File: config.mk
export PLATFORM = sky130hd
export DESIGN_NAME = justify_conv
export DESIGN_NICKNAME = d
export VERILOG_FILES = /design/src/rtl/jc_pkg.sv /design/src/rtl/jc_sync.sv /design/src/rtl/jc_frame.sv /design/src/rtl/jc_rx.sv /design/src/rtl/justify_conv.sv
export SDC_FILE = /design/constraint.sdc
export NUM_CORES = 1
export LEC_CHECK = 0
export BUFFER_PORTS_ARGS = -buffer_cell sky130_fd_sc_hd__buf_2
export CAP_MARGIN = 20
export CORE_ASPECT_RATIO = 0.5
export CORE_MARGIN = 2
export CORE_UTILIZATION = 25
export DETAILED_ROUTE_END_ITERATION = 16
export SLEW_MARGIN = 20
export SYNTH_ARGS = -nofsm -noshare
export SYNTH_HDL_FRONTEND = slang
export SYNTH_SLANG_ARGS = --single-unit
File: constraint.sdc
create_clock -name clk -period 1.3 [get_ports clk]
set_input_delay 0.195 -clock clk [delete_from_list [all_inputs] [get_ports clk]]
set_output_delay 0.195 -clock clk [all_outputs]
set_load 0.01 [all_outputs]
File: src/rtl/jc_pkg.sv
package jc_pkg;

  // Direction of the justification change
  typedef enum logic {
    MODE_R2L = 1'b0,   // right-justified in, left-justified out
    MODE_L2R = 1'b1    // left-justified in, right-justified out
  } jc_mode_e;

  // A word-clock edge is mis-spaced when the bit-clock count since the
  // previous edge differs from half a slot.
  function automatic logic spacing_bad(input logic [31:0] cnt,
                                       input logic [31:0] half);
    return cnt != half;
  endfunction

  // Channel a copied word belongs to. On an input transition the word
  // belongs to the slot just ended (old level). On a delayed transition
  // it belongs to the slot now running (new delayed level).
  function automatic logic pick_right(input jc_mode_e m,
                                      input logic     lr_before_edge,
                                      input logic     lr_delayed_now);
    return (m == MODE_R2L) ? lr_before_edge : lr_delayed_now;
  endfunction

  // Output framing reported for a mode
  function automatic logic framing_is_left(input jc_mode_e m);
    return m == MODE_R2L;
  endfunction

endpackage

File: src/rtl/jc_sync.sv
module jc_sync #(
  parameter int STAGES = 2,
  parameter int W      = 4
) (
  input  logic         clk,
  input  logic         rst_n,
  input  logic [W-1:0] d,
  output logic [W-1:0] q
);

  logic [W-1:0] chain [STAGES];

  always_ff @(posedge clk or negedge rst_n) begin
    if (!rst_n) begin
      for (int i = 0; i < STAGES; i++) chain[i] <= '0;
    end else begin
      chain[0] <= d;
      for (int i = 1; i < STAGES; i++) chain[i] <= chain[i-1];
    end
  end

  assign q = chain[STAGES-1];

endmodule

File: src/rtl/jc_frame.sv
module jc_frame
  import jc_pkg::*;
#(
  parameter int SLOT_BITS = 32
) (
  input  logic clk,
  input  logic rst_n,
  input  logic bclk_s,
  input  logic wclk_s,
  input  logic lr_s,
  output logic lr_dly,
  output logic lr_prev,
  output logic bclk_rise_ev,
  output logic wc_rise_ev,
  output logic wc_edge_ev,
  output logic raw_lr_ev,
  output logic dly_lr_ev,
  output logic spacing_err
);

  localparam int unsigned HALF = SLOT_BITS / 2;
  localparam int          CW   = $clog2(SLOT_BITS) + 1;

  logic          bclk_q;
  logic          wclk_q;
  logic          lr_dly_q;
  logic          armed;
  logic [CW-1:0] bcnt;

  // previous-cycle copies for edge detection
  always_ff @(posedge clk or negedge rst_n) begin
    if (!rst_n) begin
      bclk_q  <= 1'b0;
      wclk_q  <= 1'b0;
      lr_prev <= 1'b0;
    end else begin
      bclk_q  <= bclk_s;
      wclk_q  <= wclk_s;
      lr_prev <= lr_s;
    end
  end

  assign bclk_rise_ev = bclk_s & ~bclk_q;
  assign wc_rise_ev   = wclk_s & ~wclk_q;
  assign wc_edge_ev   = wclk_s ^ wclk_q;
  assign raw_lr_ev    = lr_s ^ lr_prev;

  // channel select re-timed by the word clock: a quarter period late
  always_ff @(posedge clk or negedge rst_n) begin
    if (!rst_n) begin
      lr_dly   <= 1'b0;
      lr_dly_q <= 1'b0;
    end else begin
      if (wc_rise_ev) lr_dly <= lr_s;
      lr_dly_q <= lr_dly;
    end
  end

  assign dly_lr_ev = lr_dly ^ lr_dly_q;

  // word-clock spacing monitor, counted in bit-clock rising edges
  always_ff @(posedge clk or negedge rst_n) begin
    if (!rst_n) begin
      bcnt        <= '0;
      armed       <= 1'b0;
      spacing_err <= 1'b0;
    end else if (wc_edge_ev) begin
      spacing_err <= armed & spacing_bad(32'(bcnt), 32'(HALF));
      bcnt        <= '0;
      armed       <= 1'b1;
    end else begin
      spacing_err <= 1'b0;
      if (bclk_rise_ev && (bcnt != '1)) bcnt <= bcnt + 1'b1;
    end
  end

endmodule

File: src/rtl/jc_rx.sv
module jc_rx #(
  parameter int WORD_BITS = 16
) (
  input  logic                 clk,
  input  logic                 rst_n,
  input  logic                 shift_ev,
  input  logic                 bit_in,
  input  logic                 latch_ev,
  input  logic                 latch_right,
  output logic [WORD_BITS-1:0] word_left,
  output logic [WORD_BITS-1:0] word_right,
  output logic                 word_stb
);

  logic [WORD_BITS-1:0] sr;
  logic                 armed;

  // MSB-first shift: the oldest of the last WORD_BITS bits ends on top
  always_ff @(posedge clk or negedge rst_n) begin
    if (!rst_n) sr <= '0;
    else if (shift_ev) sr <= {sr[WORD_BITS-2:0], bit_in};
  end

  // copy stage; the first copy after reset only arms it
  always_ff @(posedge clk or negedge rst_n) begin
    if (!rst_n) begin
      word_left  <= '0;
      word_right <= '0;
      word_stb   <= 1'b0;
      armed      <= 1'b0;
    end else begin
      word_stb <= latch_ev & armed;
      if (latch_ev) begin
        armed <= 1'b1;
        if (armed) begin
          if (latch_right) word_right <= sr;
          else             word_left  <= sr;
        end
      end
    end
  end

endmodule

File: src/rtl/justify_conv.sv
module justify_conv
  import jc_pkg::*;
#(
  parameter int SLOT_BITS   = 32,
  parameter int WORD_BITS   = 16,
  parameter int SYNC_STAGES = 2
) (
  input  logic                 clk,
  input  logic                 rst_n,
  input  logic                 mode_l2r,
  input  logic                 bclk_in,
  input  logic                 wclk_in,
  input  logic                 lrclk_in,
  input  logic                 sdata_in,
  output logic                 bclk_out,
  output logic                 wclk_out,
  output logic                 lrclk_out,
  output logic                 sdata_out,
  output logic                 out_left_just,
  output logic [WORD_BITS-1:0] sample_left,
  output logic [WORD_BITS-1:0] sample_right,
  output logic                 sample_stb,
  output logic                 wclk_err
);

  localparam int NSIG = 4;

  jc_mode_e        mode;
  logic [NSIG-1:0] link_raw;
  logic [NSIG-1:0] link_s;
  logic            bclk_s, wclk_s, lr_s, sd_s;

  // named internal events, brought out for the checker
  logic lr_dly, lr_prev;
  logic bclk_rise_ev, wc_rise_ev, wc_edge_ev;
  logic raw_lr_ev, dly_lr_ev;
  logic latch_ev, latch_right;

  assign mode     = jc_mode_e'(mode_l2r);
  assign link_raw = {sdata_in, lrclk_in, wclk_in, bclk_in};

  generate
    if (SYNC_STAGES > 0) begin : g_sync
      jc_sync #(.STAGES(SYNC_STAGES), .W(NSIG)) u_sync (
        .clk (clk),
        .rst_n(rst_n),
        .d   (link_raw),
        .q   (link_s)
      );
    end else begin : g_nosync
      assign link_s = link_raw;
    end
  endgenerate

  assign {sd_s, lr_s, wclk_s, bclk_s} = link_s;

  jc_frame #(.SLOT_BITS(SLOT_BITS)) u_frame (
    .clk         (clk),
    .rst_n       (rst_n),
    .bclk_s      (bclk_s),
    .wclk_s      (wclk_s),
    .lr_s        (lr_s),
    .lr_dly      (lr_dly),
    .lr_prev     (lr_prev),
    .bclk_rise_ev(bclk_rise_ev),
    .wc_rise_ev  (wc_rise_ev),
    .wc_edge_ev  (wc_edge_ev),
    .raw_lr_ev   (raw_lr_ev),
    .dly_lr_ev   (dly_lr_ev),
    .spacing_err (wclk_err)
  );

  // copy on the transitions of whichever channel select is right-justified
  assign latch_ev    = (mode == MODE_R2L) ? raw_lr_ev : dly_lr_ev;
  assign latch_right = pick_right(mode, lr_prev, lr_dly);

  jc_rx #(.WORD_BITS(WORD_BITS)) u_rx (
    .clk        (clk),
    .rst_n      (rst_n),
    .shift_ev   (bclk_rise_ev),
    .bit_in     (sd_s),
    .latch_ev   (latch_ev),
    .latch_right(latch_right),
    .word_left  (sample_left),
    .word_right (sample_right),
    .word_stb   (sample_stb)
  );

  assign bclk_out      = bclk_s;
  assign wclk_out      = wclk_s;
  assign sdata_out     = sd_s;
  assign lrclk_out     = lr_dly;
  assign out_left_just = framing_is_left(mode);

endmodule

* Word level (Yosys, flattened, before mapping) *
Cells that the tools add are included.

word-level totals
  register bits = 71
  input bits = 7
  output and inout bits = 39
  word-level logic and storage cells = 38

operators by class
  $add $sub $neg = 1
  equal/unequal tests = 2
  mux-type cells = 5
  bitwise gates (word level) = 11
  reductions and logical operators = 4

operators with widths
  kind                   count
  $mux W6                2
  $add A6 B1 Y6 const B  1
  $ne A6 B5 Y1 const B   1
  $ne A6 B6 Y1 const B   1
  $reduce_and A3 Y1      2
  $and A1 B1 Y1          4
  $not A1 Y1             4
  $mux W1                3
  $xor A1 B1 Y1          3
  $reduce_bool A2 Y1     1
  $logic_and A1 B1 Y1    1

* Depth between registers and ports, before layout *
  word-level depth = 5
  gate-level depth with buffers = 5
  mapped depth without buffers = 4

* By module *
From an unflattened synthesis, not the netlist that was laid out.

unflattened totals
  cells, all modules = 176
  area total of the unflattened synthesis = 2819.0 sq um

by module, submodules not included
  module        instances  cells each  area each (sq um)  seq. area each (sq um)
  jc_rx         1          106         1949.4             1251.2
  jc_frame      1          55          613.1              325.3
  jc_sync       1          12          230.2              200.2
  justify_conv  1          3           26.3               0.0

* Least setup slack after synthesis *
No wires, ideal clock.

  path type = register to register
  start point = reg u_frame.lr_dly
  end point = reg u_rx.word_left[10]
  arrival time = 1.380 ns
  required time = 1.175 ns
  slack = -0.205 ns
  stages on the path, launching flop included = 5
  path through = dfrtp_1 > and3b_1 > o21ai_4 > buf_8 > mux2_4

on the way
  word-level cells in the longest chain between the ends = 3
  elaborated cells on any way between the ends = 5
  those cells by class = mux (2); bitwise (2); reduce/logical (1)

RTL lines
  element                                          line                          text
  start, declared                                  jc_frame.sv:11                output logic lr_dly,
  start signal, assigned                           jc_frame.sv:54                if (wc_rise_ev) lr_dly <= lr_s;
  $xor A1 B1 Y1 / $mux W1 (equally long branches)  jc_frame.sv:59, jc_pkg.sv:22
  $mux W1 / $not A1 Y1 (equally long branches)     n/a
  $reduce_and A3 Y1 (no source line) (*)           n/a
  end signal, assigned                             jc_rx.sv:37                   else word_left <= sr;
  end, declared                                    jc_rx.sv:10                   output logic [WORD_BITS-1:0] word_left,

Mark *: on every way between the ends. The rest lies on a longest branch, timed or not.
A chain may end at the register's enable or synchronous reset.

* Worst setup path after layout *
  start point = reg g_sync.u_sync.chain (netlist bit g_sync.u_sync.q[2])
  end point = reg u_rx.word_left[5]

on the way
  word-level cells in the longest chain between the ends = 3

RTL lines
  element                             line                text
  start, declared                     jc_sync.sv:11       logic [W-1:0] chain [STAGES];
  $xor A1 B1 Y1                       jc_frame.sv:46      assign raw_lr_ev = lr_s ^ lr_prev;
  $mux W1                             justify_conv.sv:74  assign latch_ev = (mode == MODE_R2L) ? raw_lr_ev : dly_lr_ev;
  $reduce_and A3 Y1 (no source line)  n/a

Every way passes these cells.

==> flow_summary_export.csv <==
group,metric,value,unit
pwr,p_seq_frac,0.446,
timing,setup_viol,32,
pwr,p_leak,1.98,nW
timing,fin_hold_ws,0.225,ns
timing,min_period_over_period,1.08,
clock_tree,clkSlewWorstSetupHoldPaths,0.06,ns
hold_path,hold_path_end,"u_rx.word_stb",
grt,grt_max_degree,30,
clock_tree,clk_path_buf_depth,2,
grt,antenna_found_initial,0,
critical_path,path_cells,"nor3b_2, o21ai_4, buf_12, mux2_2",
critical_path,cp-end-kind,"flip-flop",
synth,synth.distinct_cells,36,
synth,synth_edf_count,0,
critical_path,cp_num_buf_inv,1,
critical_path,r2r-end,"u_rx.word_left[5]",
critical_path,cp_num_cells,4,
synth,ys_seq_elements,71,
drt,post_drt_wl_per_cell,12.4,microns
critical_path,critPathKind,"flip-flop to flip-flop",
floorplanning,start_util,0.257,
timing,hold_viol_final,0,
floorplanning,core,0.0110,sq mm
layout,fillCellCount,1089,
grt,gr-total-overflow,0,
floorplanning,die_width,154,microns
layout,final_util,0.346,
critical_path,cpLargestDelayFamily,"flip-flops",
hold_path,min_from,"mode_l2r",
synth,synth_cells,208,
critical_path,path_max_fanout,16,
hold_path,holdCritPathClass,"input port to flip-flop",
timing,maxSlewHeadroom,0.713,
layout,fin_nets,292,
clock_tree,h-tree-depth,3,
outcome,status,"finished with violations",
timing,skew,0.00717,ns
synth,netlist_area,0.00283,sq mm
timing,tightestPinTransition,0.431,ns
floorplanning,io_pins,46,
critical_path,start_kind,"flip-flop",
drt,ant_nets,0,
pwr,internal_power,4.63,mW
place,dp_hpwl,3.69,mm
critical_path,critPathSlowestCell,"dfrtp_1",
layout,layout_common_cells,"dfrtp_1 (70), nand2_1 (55), buf_2 (45)",
critical_path,cpPeakStageDelay,0.40,ns
pwr,peakVddDrop,845,uV
layout,final_common_cell,"dfrtp_1",
timing,finalCriticalPeriod,1.40,ns
layout,multi_input_area,0.00107,sq mm
layout,design_area,0.00381,sq mm
clock_tree,cts.sinks,71,
timing,setup_slack,-0.102,ns
grt,grt_pass1_wl,9.12,mm
drt,vias_per_cell,4.04,
pwr,comb_power_share,0.191,
layout,drive_above_1_share,0.453,
drt,drt_first_pass_iters,4,
drt,wirelength,5.37,mm
timing,rsz0062_at_grt,"yes",
pwr,powerDensity,1690,mW/mm^2
drt,num_vias,1747,
floorplanning,die_h,79.2,microns
critical_path,r2r_slack,-0.10,ns
place,place_congestion,0.745,
critical_path,worstReg2RegStart,"g_sync.u_sync.q[2]",
pwr,clkPwrFrac,0.363,
synth,synth_seq_area_share,0.628,
drt,drt_iter0_drc,100,
flow_run,cap_violations,0,
grt,grtUsageTotal,0.0960,
layout,syn_to_final_growth,34.8,%
hold_path,hold_depth,2,
clock_tree,cts_root_buf,"clkbuf_16",
synth,ys_warn_count,0,
drt,drcViolationCount,0,
synth,ys.flop_type,"dfrtp_1",
critical_path,arrival,1.61,ns
critical_path,worstPathRequired,1.51,ns
clock_tree,cts_tree,"built",
layout,regArea,0.00178,sq mm
pwr,switching_share,0.281,
pwr,power_switching,1.81,mW
timing,report.final.slew_viol_count,0,
synth,synth.net_count,218,
layout,num_antenna_cells,0,
grt,grt_pass1_vias,1827,
outcome,failed_checks,"setup timing",
clock_tree,clk_latency,0.33,ns
critical_path,r2r_cells,4,
place,io_buffers,45,
synth,syn_area_per_cell,13.6,sq um
floorplanning,dieArea,0.0122,sq mm
synth,synth-async-reset-ratio,1.00,
floorplanning,num_rows,27,
clock_tree,cts_buffers,9,
timing,fmax,714,MHz
place,place_area,0.00338,sq mm
## cells by family after synthesis
kind of cell             count (synthesis)  synth area share
multiplexers                            36             0.169
buffers and inverters                   11            0.0235
flip-flops                              71             0.628
AND/OR/NAND/NOR                         73             0.122
XOR/XNOR                                 2           0.00620
AO/OA/AOI/OAI                           12            0.0385
adder cells (fa/ha/maj)                  3            0.0133
## registers in the layout, summed over array words and instances (netlist names)
signal and flops:
u_rx.armed 1, u_frame.lr_dly 1, u_frame.bcnt 6, g_sync.u_sync.q 4, u_rx.word_left 16, u_frame.wclk_q 1, u_frame.bclk_q 1, u_frame.lr_dly_q 1
u_rx.word_right 16, u_frame.armed 1, u_frame.spacing_err 1, u_rx.sr 16, g_sync.u_sync.chain 4, u_frame.lr_prev 1, u_rx.word_stb 1
## area by class of cell
class / instances / area share
clock buffer: 9 / 0.0591
clock inverter: 7 / 0.0167
inverter: 4 / 0.00394
multi-input combinational: 126 / 0.280
sequential: 71 / 0.467
tap: 145 / 0.0476
timing repair buffer: 70 / 0.126
## power groups by stage
stage | Clock, mW | Sequential (mW) | Combinational, mW
5_1_grt | 2.51 | 2.94 | 1.35
3_3_place_gp | 0 | 2.92 | 1.17
3_5_place_dp | 0 | 2.92 | 1.19
6_report | 2.34 | 2.87 | 1.23
2_1_floorplan | 0 | 2.99 | 0.569
4_1_cts | 2.41 | 2.88 | 1.21
## repair_timing
| action | 4_1_cts | 5_1_grt |
|---|---|---|
| gates resized for setup | 6 | 14 |
| hold buffers | 5 | 0 |
| endpoints found under the setup margin | 36 | 41 |
| pin swaps | 2 | 7 |
| setup buffers | 0 | 1 |
| endpoints found under the hold margin | 19 | 0 |
## routing by layer
metal	vias to the layer above	routed length, microns	GRT usage	part of all wire
met1	877	2450	0.118	0.46
met5	-	0	0	0
met2	17	2660	0.155	0.50
met4	0	82	0.0389	0.015
met3	7	172	0.0338	0.032
li1	846	-	-	-
## Yosys cell counts, types with 2 or more instances
library cell | instances | share of area
dfrtp_1 | 71 | 0.63
nand2_1 | 55 | 0.073
mux2_4 | 20 | 0.11
mux2_2 | 12 | 0.048
inv_1 | 4 | 0.0053
nand2b_1 | 4 | 0.0088
ha_1 | 3 | 0.013
mux2i_1 | 3 | 0.011
a21oi_1 | 2 | 0.0035
and3b_1 | 2 | 0.0062
buf_1 | 2 | 0.0027
buf_2 | 2 | 0.0035
buf_8 | 2 | 0.011
nor3b_2 | 2 | 0.0088
o211a_1 | 2 | 0.0071
o21ai_4 | 2 | 0.012
## worst max-delay path by stage
stage	from	end	slack [ns]
final	g_sync.u_sync.q[2]	u_rx.word_left[5]	-0.10
after global routing	g_sync.u_sync.q[2]	u_rx.word_left[5]	-0.15
after global placement	g_sync.u_sync.q[2]	u_rx.word_left[0]	-0.06
after detailed placement	g_sync.u_sync.q[2]	u_rx.word_left[5]	-0.08
after floorplan	u_frame.lr_dly	u_rx.word_left[10]	-0.18
after CTS	g_sync.u_sync.q[2]	u_rx.word_left[5]	-0.1
## per-stage QoR
stage          setup slack [ns]  TNS (ns)  power, mW  cells
5_1_grt                  -0.150     -3.36       6.80    432
6_report                 -0.102     -1.78       6.44    432
3_5_place_dp            -0.0845     -1.99       4.11    410
3_3_place_gp            -0.0628     -1.36       4.08    410
4_1_cts                 -0.0969     -2.09       6.50    431
2_1_floorplan            -0.178     -4.03       3.55    208
No activity file was read; power rests on OpenSTA's default activity.
